### src/rtl/rstseq_pkg.sv
package rstseq_pkg;

    typedef enum logic [1:0] {
        PH_LOWV   = 2'd0,
        PH_SETTLE = 2'd1,
        PH_STAGE  = 2'd2,
        PH_RUN    = 2'd3
    } phase_e;

    // cause vector positions
    localparam int FL_LVI  = 0;
    localparam int FL_ILAD = 1;
    localparam int FL_ILOP = 2;
    localparam int FL_PIN  = 3;
    localparam int FL_POR  = 4;
    localparam int FL_N    = 5;

    // status byte positions
    localparam int SB_POR  = 7;
    localparam int SB_PIN  = 6;
    localparam int SB_ILOP = 4;
    localparam int SB_ILAD = 3;
    localparam int SB_LVI  = 1;

    function automatic logic [7:0] pack_status(input logic [FL_N-1:0] f);
        logic [7:0] b;
        b          = '0;
        b[SB_POR]  = f[FL_POR];
        b[SB_PIN]  = f[FL_PIN];
        b[SB_ILOP] = f[FL_ILOP];
        b[SB_ILAD] = f[FL_ILAD];
        b[SB_LVI]  = f[FL_LVI];
        return b;
    endfunction

endpackage

### src/rtl/rstseq_req.sv
module rstseq_req
    import rstseq_pkg::*;
(
    input  logic            lv_low,
    input  logic            lowv_phase,
    input  logic            running,
    input  logic            sample_pt,
    input  logic            op_illegal,
    input  logic            stop_exec,
    input  logic            cfg_stop_en,
    input  logic            bus_unmapped,
    input  logic            bus_opfetch,
    input  logic            rst_pin_in,
    output logic [FL_N-1:0] set_vec,
    output logic            restart
);

    logic ilop_hit;
    logic ilad_hit;
    logic ext_hit;

    always_comb begin
        ilop_hit = op_illegal || (stop_exec && !cfg_stop_en);
        ilad_hit = bus_unmapped && bus_opfetch;
        ext_hit  = running && !rst_pin_in;

        set_vec          = '0;
        set_vec[FL_LVI]  = lv_low && !lowv_phase;
        set_vec[FL_ILOP] = ilop_hit;
        set_vec[FL_ILAD] = ilad_hit;
        set_vec[FL_PIN]  = ext_hit || (sample_pt && !rst_pin_in);
        restart          = ilop_hit || ilad_hit || ext_hit;
    end

endmodule

### src/rtl/rstseq_phase.sv
module rstseq_phase
    import rstseq_pkg::*;
#(
    parameter int SETTLE_CYC     = 4096,
    parameter int PIN_REL_OFS    = 32,
    parameter int CORE_REL_OFS   = 64,
    parameter int PIN_SAMPLE_OFS = 32
) (
    input  logic clk,
    input  logic por,
    input  logic lv_low,
    input  logic restart,
    output logic clk_hold,
    output logic pin_drive,
    output logic core_run,
    output logic running,
    output logic lowv_phase,
    output logic sample_pt
);

    localparam int SAMPLE_AT  = PIN_REL_OFS + PIN_SAMPLE_OFS;
    localparam int STAGE_LAST = (CORE_REL_OFS > SAMPLE_AT) ? CORE_REL_OFS : SAMPLE_AT;
    localparam int CNT_MAX    = (SETTLE_CYC - 1 > STAGE_LAST) ? SETTLE_CYC - 1 : STAGE_LAST;
    localparam int CNT_W      = $clog2(CNT_MAX + 1);

    typedef struct packed {
        phase_e           ph;
        logic [CNT_W-1:0] cnt;
    } seq_t;

    seq_t seq_d, seq_q;

    always_comb begin
        seq_d = seq_q;
        unique case (seq_q.ph)
            PH_LOWV: begin
                if (!lv_low) begin
                    seq_d.ph  = PH_SETTLE;
                    seq_d.cnt = '0;
                end
            end
            PH_SETTLE: begin
                if (seq_q.cnt == CNT_W'(SETTLE_CYC - 1)) begin
                    seq_d.ph  = PH_STAGE;
                    seq_d.cnt = '0;
                end else begin
                    seq_d.cnt = seq_q.cnt + 1'b1;
                end
            end
            PH_STAGE: begin
                if (seq_q.cnt == CNT_W'(STAGE_LAST)) begin
                    seq_d.ph  = PH_RUN;
                    seq_d.cnt = '0;
                end else begin
                    seq_d.cnt = seq_q.cnt + 1'b1;
                end
            end
            default: seq_d = seq_q;
        endcase
        if (lv_low) begin
            seq_d.ph  = PH_LOWV;
            seq_d.cnt = '0;
        end else if (restart) begin
            seq_d.ph  = PH_SETTLE;
            seq_d.cnt = '0;
        end
    end

    always_ff @(posedge clk or posedge por) begin
        if (por) begin
            seq_q.ph  <= PH_SETTLE;
            seq_q.cnt <= '0;
        end else begin
            seq_q <= seq_d;
        end
    end

    always_comb begin
        lowv_phase = (seq_q.ph == PH_LOWV);
        clk_hold   = lowv_phase || (seq_q.ph == PH_SETTLE);
        pin_drive  = clk_hold ||
                     ((seq_q.ph == PH_STAGE) && (seq_q.cnt < CNT_W'(PIN_REL_OFS)));
        running    = (seq_q.ph == PH_RUN);
        core_run   = running ||
                     ((seq_q.ph == PH_STAGE) && (seq_q.cnt >= CNT_W'(CORE_REL_OFS)));
        sample_pt  = (seq_q.ph == PH_STAGE) && (seq_q.cnt == CNT_W'(SAMPLE_AT));
    end

    AST_HOLD_KEEPS_PIN: assert property (@(posedge clk) disable iff (por)
        clk_hold |-> pin_drive);
    AST_STAGE_AFTER_SETTLE: assert property (@(posedge clk) disable iff (por)
        (seq_q.ph == PH_STAGE && seq_q.cnt == '0) |-> $past(seq_q.ph) == PH_SETTLE);
    AST_CORE_AFTER_PIN: assert property (@(posedge clk) disable iff (por)
        core_run |-> !pin_drive);
    AST_LOWV_HOLDS: assert property (@(posedge clk) disable iff (por)
        lv_low |=> (clk_hold && !core_run));
    AST_RESTART_WINDOW: assert property (@(posedge clk) disable iff (por)
        (restart && !lv_low) |=> (clk_hold && pin_drive && !core_run));

endmodule

### src/rtl/rstseq_cause.sv
module rstseq_cause
    import rstseq_pkg::*;
(
    input  logic            clk,
    input  logic            por,
    input  logic [FL_N-1:0] set_vec,
    input  logic            sts_rd,
    output logic [7:0]      sts_rdata
);

    logic [FL_N-1:0] flags_d, flags_q;

    always_comb begin
        flags_d   = (sts_rd ? '0 : flags_q) | set_vec;
        sts_rdata = pack_status(flags_q);
    end

    always_ff @(posedge clk or posedge por) begin
        if (por) begin
            flags_q         <= '0;
            flags_q[FL_POR] <= 1'b1;
        end else begin
            flags_q <= flags_d;
        end
    end

    AST_RSVD_ZERO: assert property (@(posedge clk) disable iff (por)
        (sts_rdata & 8'h25) == 8'h00);
    AST_FLAGS_STICKY: assert property (@(posedge clk) disable iff (por)
        !sts_rd |=> (flags_q & $past(flags_q)) == $past(flags_q));
    AST_READ_CLEARS: assert property (@(posedge clk) disable iff (por)
        (sts_rd && set_vec == '0) |=> flags_q == '0);
    AST_NEW_CAUSE_KEPT: assert property (@(posedge clk) disable iff (por)
        sts_rd |=> (flags_q & $past(set_vec)) == $past(set_vec));

endmodule

### src/rtl/reset_sequencer.sv
module reset_sequencer
    import rstseq_pkg::*;
#(
    parameter int SETTLE_CYC     = 4096,
    parameter int PIN_REL_OFS    = 32,
    parameter int CORE_REL_OFS   = 64,
    parameter int PIN_SAMPLE_OFS = 32
) (
    input  logic       clk,
    input  logic       por,
    input  logic       lv_low,
    input  logic       op_illegal,
    input  logic       stop_exec,
    input  logic       cfg_stop_en,
    input  logic       bus_unmapped,
    input  logic       bus_opfetch,
    input  logic       rst_pin_in,
    output logic       rst_pin_drive,
    output logic       core_clk_hold,
    output logic       core_run,
    input  logic       sts_rd,
    output logic [7:0] sts_rdata
);

    logic            running;
    logic            lowv_phase;
    logic            sample_pt;
    logic            restart;
    logic [FL_N-1:0] set_vec;

    rstseq_req u_req (
        .lv_low       (lv_low),
        .lowv_phase   (lowv_phase),
        .running      (running),
        .sample_pt    (sample_pt),
        .op_illegal   (op_illegal),
        .stop_exec    (stop_exec),
        .cfg_stop_en  (cfg_stop_en),
        .bus_unmapped (bus_unmapped),
        .bus_opfetch  (bus_opfetch),
        .rst_pin_in   (rst_pin_in),
        .set_vec      (set_vec),
        .restart      (restart)
    );

    rstseq_phase #(
        .SETTLE_CYC     (SETTLE_CYC),
        .PIN_REL_OFS    (PIN_REL_OFS),
        .CORE_REL_OFS   (CORE_REL_OFS),
        .PIN_SAMPLE_OFS (PIN_SAMPLE_OFS)
    ) u_phase (
        .clk        (clk),
        .por        (por),
        .lv_low     (lv_low),
        .restart    (restart),
        .clk_hold   (core_clk_hold),
        .pin_drive  (rst_pin_drive),
        .core_run   (core_run),
        .running    (running),
        .lowv_phase (lowv_phase),
        .sample_pt  (sample_pt)
    );

    rstseq_cause u_cause (
        .clk       (clk),
        .por       (por),
        .set_vec   (set_vec),
        .sts_rd    (sts_rd),
        .sts_rdata (sts_rdata)
    );

    AST_STOP_PERMITTED: assert property (@(posedge clk) disable iff (por)
        (running && stop_exec && cfg_stop_en && !op_illegal && !bus_opfetch &&
         !lv_low && rst_pin_in) |=> core_run);
    AST_DATA_UNMAPPED_HARMLESS: assert property (@(posedge clk) disable iff (por)
        (running && bus_unmapped && !bus_opfetch && !op_illegal && !stop_exec &&
         !lv_low && rst_pin_in) |=> core_run);
    AST_EXT_PIN_RESTARTS: assert property (@(posedge clk) disable iff (por)
        (running && !rst_pin_in) |=> (core_clk_hold && !core_run));

endmodule

### config.mk
export PLATFORM = sky130hd
export DESIGN_NAME = reset_sequencer
export DESIGN_NICKNAME = d
export VERILOG_FILES = /design/src/rtl/rstseq_pkg.sv /design/src/rtl/rstseq_req.sv /design/src/rtl/rstseq_phase.sv /design/src/rtl/rstseq_cause.sv /design/src/rtl/reset_sequencer.sv
export SDC_FILE = /design/constraint.sdc
export NUM_CORES = 1
export LEC_CHECK = 0
export ABC_AREA = 1
export BUFFER_PORTS_ARGS = -buffer_cell sky130_fd_sc_hd__buf_2
export CORE_MARGIN = 5
export CORE_UTILIZATION = 50
export DETAILED_ROUTE_END_ITERATION = 8
export PLACE_DENSITY = 0.81
export SKIP_LAST_GASP = 1
export SLEW_MARGIN = 0
export SYNTH_ARGS = -nofsm -noshare
export SYNTH_HDL_FRONTEND = slang
export SYNTH_SLANG_ARGS = --single-unit
### constraint.sdc
create_clock -name clk -period 2.1 [get_ports clk]
set_input_delay 0.42 -clock clk [delete_from_list [all_inputs] [get_ports clk]]
set_output_delay 0.42 -clock clk [all_outputs]
set_load 0.02 [all_outputs]
# After elaboration in Yosys (flattened, before gate mapping)
# Cells that the tools add are included.
[word_totals]
regBits = 19
inputBits = 10
out_inout_bits = 11
wordCells = 43
[op_classes]
add_sub_neg = 1
order_cmp = 2
n_eq_ne = 7
n_mux = 8
n_bitwise = 1
reduce_logical = 21
[op_table]
columns = ["cell", "n"]
rows = [
  ["14-bit one-hot mux with 3 select lines", 1],
  ["14-bit two-way mux", 2],
  ["12-bit two-way mux", 2],
  ["12-bit by 1-bit adder with 12-bit output, second input constant", 1],
  ["12-bit equality test, second input constant", 1],
  ["12-bit by 7-bit equality test with 1-bit output, second input constant", 1],
  ["12-bit by 7-bit greater-or-equal comparator with 1-bit output, second input constant", 1],
  ["12-bit by 6-bit less-than comparator with 1-bit output, second input constant", 1],
  ["1-bit logical AND", 8],
  ["1-bit logical OR", 7],
  ["5-bit two-way mux", 1],
  ["5-bit by 4-bit OR with 5-bit output", 1],
  ["5-bit nonzero test", 1],
  ["2-bit equality test, second input constant", 2],
  ["2-bit two-way mux", 2],
  ["4-bit by 3-bit != test with 1-bit output, second input constant", 1],
  ["4-bit != test, second input constant", 1],
  ["1-bit zero test", 3],
  ["3-bit AND reduction", 1],
  ["2-bit by 1-bit equality test with 1-bit output, second input constant", 1],
  ["2-bit zero test", 1],
]

# Longest topological paths before layout
# Gate-level depths: netlist of the first run.
[depth]
depth_word = 7
ltp_mapped = 11
mapped_depth_nobuf = 11

# Hierarchy
# A second synthesis of the first run with hierarchy kept.
[unflattened]
hier_cells = 184
area_unflattened_um2 = 1370.1
[by_module_without_submodules]
columns = ["mod", "instances", "cells_per_inst", "area_each_um2", "seq_area_each_um2"]
rows = [
  ["rstseq_phase", 1, 141, 1071.0, 351.6],
  ["rstseq_cause", 1, 26, 216.5, 126.4],
  ["rstseq_req", 1, 17, 82.6, 0.0],
]

# Least setup slack after synthesis of the first run
# Ideal clock, no wire load.
[synth_path]
kind = "reg2out"
start = "reg u_phase.seq_q[12] (netlist bit)"
end = "out rst_pin_drive"
arrival_ns = 1.337
required_time_ns = 1.680
slack_ns = 0.343
stages_incl_launch_ff = 5
path_buffers = 0
path_cell_list = "dfstp_2 inv_1 ha_1 or2_4 a31o_2"
[synth_between]
elab_chain_cells = 3
elab_cells_between_ends = 6
cone_classes = "2 x eq/ne; 4 x reduce/logical"
[synth_rtl]
columns = ["item", "line", "source"]
rows = [
  ["from (decl)", "rstseq_phase.sv:31", "seq_t seq_d, seq_q;"],
  ["from (signal assigned)", "rstseq_phase.sv:74", "seq_q <= seq_d;"],
  ["2-bit by 1-bit equality test with 1-bit output or 2-bit zero test (tied branches)", "rstseq_phase.sv:80, rstseq_phase.sv:79", ""],
  ["1-bit logical OR (*)", "rstseq_phase.sv:80", "clk_hold = lowv_phase || (seq_q.ph == PH_SETTLE);"],
  ["named net core_clk_hold", "reset_sequencer.sv:19", "output logic core_clk_hold,"],
  ["1-bit logical OR (*)", "rstseq_phase.sv:81", "pin_drive = clk_hold ||"],
  ["to (decl)", "reset_sequencer.sv:18", "output logic rst_pin_drive,"],
]
# The timed path passes the listed nets; every way through them passes the cells marked *.

# Worst setup path after layout of the first run
[layout_path]
start = "reg u_phase.seq_q[12] (netlist bit)"
end = "out rst_pin_drive"
[layout_between]
elab_chain_cells = 3
elab_cells_between_ends = 6
cone_classes = "2 x eq/ne; 4 x reduce/logical"
[layout_rtl]
columns = ["item", "line"]
rows = [
  ["2-bit by 1-bit equality test with 1-bit output (tied with other cells)", "rstseq_phase.sv:80"],
  ["1-bit logical OR or 1-bit logical AND (tied branches)", "rstseq_phase.sv:80, rstseq_phase.sv:82"],
  ["1-bit logical OR (*)", "rstseq_phase.sv:81"],
]
# Every way passes the cells marked *; elsewhere a longest branch is shown, timed or not.

==> flow_metrics.tcl, run 1 <==
set metrics [dict create \
    arrival_ns 1.64 \
    diodes 0 \
    cp_slowest_cell "dfstp_2" \
    ctsHoldBuffers 0 \
    io_buffers 17 \
    ff2ff_setup_slack_ns 0.25 \
    drv_slew 0 \
    wl_per_cell_um 12.41 \
    core_area_um2 2710 \
    layout_common_cells "29 x nand2_1, 25 x inv_1, 17 x dfrtp_1, 16 x buf_2, 9 x nand3_1" \
    fin_crit_ns 2.059 \
    max_clock_freq_mhz 485.8 \
    syn_area_um2 1389 \
    synth-edff-count 0 \
    die_w_um 62.71 \
    fillCellCount 246 \
    cts_root_buf "clkbuf_4" \
    grt_max_degree 24 \
    end_kind "output pin" \
    start_util_pct 51.25 \
    viasPerCell 5.014 \
    slowest_delay_ns 0.56 \
    nets 207 \
    die_area_um2 3932 \
    required_ns 1.68 \
    io_pins 21 \
    r2r_cells 9 \
    pre_cts_slack_ns 0.2163 \
    synth_cells 169 \
    fin_worst_skew_ns 0.001787 \
    use_met3_pct 4.676 \
    whs_ns 0.2174 \
    r2r-end "u_phase.seq_q[5]" \
    yosys_warnings 0 \
    regArea_um2 478.0 \
    cts.sinks 19 \
    clkLatencyLatePin_ns 0.30 \
    htreeDepth 1 \
    ys_async_sr_fraction_pct 100.0 \
    drt_iter0_drc 43 \
    grt_pass1_vias 1053 \
    worst_slew_pin_slew_ns 0.7206 \
    ys_seq_area_share_pct 34.41 \
    die_h_um 62.71 \
    hp-class "primary input to async pin" \
    overflow 0 \
    drc 0 \
    period_share_pct 98.03 \
    reg2reg_from "u_phase.seq_q[12]" \
    p_total_uw 754.3 \
    antenna_found_initial 0 \
    ant_nets 0 \
    ys_ff_latch 19 \
    maxCapViolCount 0 \
    busiest_layer "met2" \
    syn_to_final_growth_pct 12.97 \
    setup_viol_count_final 0 \
    cts_tree "yes" \
    cts_inserted_buffers 3 \
    use_met2_pct 23.32 \
    final_layout_size_suffix_gt1_share_pct 34.92 \
    hpwl_mm 2.011 \
    maxSlewHeadroom_pct 51.91 \
    rsz0062_at_grt "true" \
    cp_cell_sequence "inv_2 -> ha_4 -> or2_4 -> a31o_4 -> buf_6" \
    vias 1103 \
    power.density_nw_per_um2 480.7 \
    gp_congestion 0.8125 \
    ys.flop_type "dfrtp_1" \
    final_common_cell "nand2_1" \
    met1_usage_pct 18.75 \
    path_clk_slew_ns 0.11 \
    wirelength_mm 2.730 \
    setup_ws_ns 0.04142 \
    startpoint_type "flip-flop" \
    finalHoldViolations 0 \
    fin_util_pct 57.89 \
    multi_input_area_um2 792.0 \
    worstPathMaxFanout 3 \
    dr.pass1.iters 4 \
    ys_types 37 \
    grt_usage_pct 14.89 \
    cts_buffer_depth 2 \
    vdd_drop_max_mv 0.3609 \
    row_count 19 \
    p_leak_uw 0.0007530 \
    critical_path_class "flip-flop to output pin" \
    status "complete, no violations" \
    grt_pass1_wl_mm 4.767 \
    syn_avg_cell_area_um2 8.218 \
]
Yosys cell counts (5+ instances only):
master    n  area (um^2)
nand3_1   9        45.04
dfrtp_1  17        425.4
nor2_1    7        26.28
nand4_1   5        31.28
xor2_1    5        43.79
nand2_1  29        108.9
nand2_2   8        50.05
inv_2     6        22.52
nand2_4   5        56.30
inv_1    26        97.59
a21oi_1   6        30.03
ha_1      7        87.58
worst max-delay path by stage:
stage                 startpoint                to  slack (ns)  cells after the start
5_1_grt        u_phase.seq_q[12]     rst_pin_drive       -0.01                      5
3_5_place_dp   u_phase.seq_q[12]  u_phase.seq_q[5]        0.22                      8
6_report       u_phase.seq_q[12]     rst_pin_drive        0.04                      5
3_3_place_gp   u_phase.seq_q[12]     rst_pin_drive        0.27                      5
2_1_floorplan  u_phase.seq_q[12]     rst_pin_drive        0.34                      4
4_1_cts        u_phase.seq_q[12]     rst_pin_drive       0.004                      5
critical path, delay by kind of cell (launching register included):
family,cells,cell delay (ns)
flip-flops,1,0.56
adder cells (fa/ha/maj),1,0.15
AO/OA/AOI/OAI,1,0.21
buffers and inverters,2,0.17
AND/OR/NAND/NOR,1,0.25
routing by layer:
layer  part of all wire (%)  wire length (um)
met4                    1.6                44
met2                     47              1276
met5                      0                 0
met1                     45              1230
met3                    6.5               178
state kept, by name (all words and copies together) (netlist names):
signal	flops
u_phase.seq_q	14
u_cause.flags_q	5
kinds of logic (layout without fill, tap and decap cells):
logic type | Yosys count | after routing | synth area share [%]
DFF | 19 | 19 | 34.41
buffers and inverters | 39 | 57 | 11.98
adders and majority gates | 7 | 7 | 6.306
other | 1 | 3 | 0.2700
and+or+nand+nor | 76 | 76 | 32.88
AOI/OAI and AO/OA | 22 | 22 | 10.99
xor gates and xnor gates | 5 | 5 | 3.153
power by group:
part           switching (uW)  total [uW]  internal [uW]  leakage, uW
logic                     112         181           69.8     0.000487
clock network             114         188           74.1    0.0000150
registers                5.98         384            378     0.000251
through the flow:
| stage | cells | TNS [ns] | cell area [um^2] |
|---|---|---|---|
| finish | 220 | 0 | 1569 |
| global route | 220 | -0.01070 | 1569 |
| global placement | 214 | 0 | 1481 |
| detailed placement | 214 | 0 | 1481 |
| floorplan | 171 | 0 | 1396 |
| CTS | 220 | 0 | 1550 |
timing repair:
action | 4_1_cts | 5_1_grt
resized for setup | 6 | 3
endpoints found under the setup margin | 1 | 2
setup buffers | 2 | 0
pin swaps | 1 | 1
area by class of cell:
class	instances	share of cell area, %
Multi-Input combinational cell	113	50.48
Sequential cell	19	30.46
Inverter	34	8.134
Timing Repair Buffer	19	6.778
Tap cell	31	2.472
Clock buffer	4	1.675
Power figures use the tool's default switching activity.
==> run 2, diff against run 1 <==
- GPL_TIMING_DRIVEN: unset -> 0
==> flow_metrics.tcl, run 2 (same netlist as run 1, synthesis figures left out) <==
set metrics [dict create \
    regMostFlops "u_phase.seq_q" \
    wl_per_cell_um 12.04 \
    hpwl_mm 1.938 \
    period_share_pct 97.67 \
    start_util_pct 51.25 \
    cts.sinks 19 \
    required_ns 1.68 \
    final_layout_size_suffix_gt1_share_pct 36.60 \
    io_buffers 17 \
    syn_to_final_growth_pct 15.04 \
    p_leak_uw 0.0007748 \
    power.density_nw_per_um2 479.7 \
    cts_root_buf "clkbuf_4" \
    gp_congestion 0.8541 \
    row_count 19 \
    pre_cts_slack_ns 0.2348 \
    arrival_ns 1.63 \
    placed_cell_area_um2 1520 \
    antenna_found_initial 0 \
    maxSlewHeadroom_pct 50.55 \
    die_area_um2 3932 \
    drv_slew 0 \
    overflow 0 \
    critical_path_class "flip-flop to output pin" \
    cts_tree "yes" \
    drt_iter0_drc 53 \
    worst_slew_pin_slew_ns 0.7410 \
    fin_crit_ns 2.051 \
    startpoint_type "flip-flop" \
    end_kind "output pin" \
    largest_register_ffs 14 \
    clkLatencyLatePin_ns 0.30 \
    diodes 0 \
    fin_worst_skew_ns 0.001280 \
    fin_area_um2 1598 \
    core_area_um2 2710 \
    reg.largest.list "u_phase.seq_q x14, u_cause.flags_q x5" \
    setup_viol_count_final 0 \
    worstPathMaxFanout 4 \
    final_common_cell "nand2_1" \
    maxCapViolCount 0 \
    die_w_um 62.71 \
    vdd_drop_max_mv 0.3807 \
    reg2reg_from "u_phase.seq_q[13]" \
    vias 1135 \
    io_pins 21 \
    grt_pass1_vias 980 \
    htreeDepth 1 \
    drc 0 \
    path_clk_slew_ns 0.11 \
    max_clock_freq_mhz 487.6 \
    grt_usage_pct 13.98 \
    crit_start "u_phase.seq_q[13]" \
    grt_max_degree 20 \
    dr.pass1.iters 4 \
    wirelength_mm 2.708 \
    cts_buffer_depth 2 \
    finalHoldViolations 0 \
    status "complete, no violations" \
    layout_common_cells "29 x nand2_1, 25 x inv_1, 17 x buf_2, 17 x dfrtp_1, 9 x nand3_1" \
    ctsHoldBuffers 0 \
    hp-class "primary input to async pin" \
    viasPerCell 5.044 \
    die_h_um 62.71 \
    setup_ws_ns 0.04902 \
    ff2ff_setup_slack_ns 0.27 \
    grt_pass1_wl_mm 4.498 \
    cts_inserted_buffers 3 \
    fillCellCount 239 \
    nets 212 \
    ant_nets 0 \
]
[run 2: cell types whose count changed in the layout (fill, tap and decap cells not counted)]
cell | previous run | this run
buf_4 | 2 | 5
buf_2 | 16 | 17
buf_6 | 1 | 2
ha_2 | 0 | 1
ha_4 | 2 | 1
[run 2: power breakdown]
group          switching, uW  total, uW  leakage, uW  internal (uW)
registers               6.50        385     0.000251            379
logic                    111        187     0.000509           75.8
clock network            121        195    0.0000150           74.0
total                    238        767     0.000775            528
[run 2: layout make-up]
| cell class | count | area (um^2) | share of cell area, % |
|---|---|---|---|
| Buffer | 5 | 38.79 | 2.428 |
| Multi-Input combinational cell | 113 | 782.0 | 48.94 |
| Timing Repair Buffer | 19 | 106.4 | 6.656 |
| Clock buffer | 4 | 26.28 | 1.644 |
| Inverter | 34 | 127.6 | 7.987 |
| Tap cell | 31 | 38.79 | 2.428 |
| Sequential cell | 19 | 478.0 | 29.91 |
[run 2: layer usage]
metal  track usage, %  share of wire [%]  vias to the layer above
li1                 -                  -                      575
met1            18.50                 46                      525
met2            22.15                 46                       30
met3            3.417                6.4                        5
met4            4.775                1.5                        0
met5                0                  0                        -
[run 2: worst max-delay path, stage by stage (launching register included)]
cell	delay, ns
dfrtp_1	0.42
inv_1	0.11
ha_2	0.21
or2_4	0.26
a31o_4	0.20
buf_6	0.12
[run 2: worst paths after layout]
| kind | endpoint | depth (start not counted) |
|---|---|---|
| max in group asynchronous | u_phase.seq_q[10] | 2 |
| max | rst_pin_drive | 5 |
| min in group clk | u_cause.flags_q[4] | 2 |
| min reg2reg | u_cause.flags_q[4] | 2 |
| max reg2reg | u_phase.seq_q[2] | 10 |
| min | u_cause.flags_q[2] | 2 |
[run 2: timing repair]
action,in CTS,in global routing
gates resized for setup,4,4
buffers inserted,2,0
setup endpoints to repair,1,3
pin swaps,1,1
endpoints found under the hold margin,0,0
[run 2: stage by stage]
stage / total power [uW] / hold WS [ns] / TNS, ns / util (%) / cells
5_1_grt: 805.4 / 0.2937 / -0.01577 / 58.96 / 225
4_1_cts: 769.9 / 0.2487 / 0 / 58.26 / 225
3_5_place_dp: 556.0 / 0.4263 / 0 / 56.09 / 219
6_report: 766.5 / 0.2229 / 0 / 58.96 / 225
3_3_place_gp: 553.8 / 0.4266 / 0 / 56.09 / 219
2_1_floorplan: 513.4 / 0.3697 / 0 / - / 171
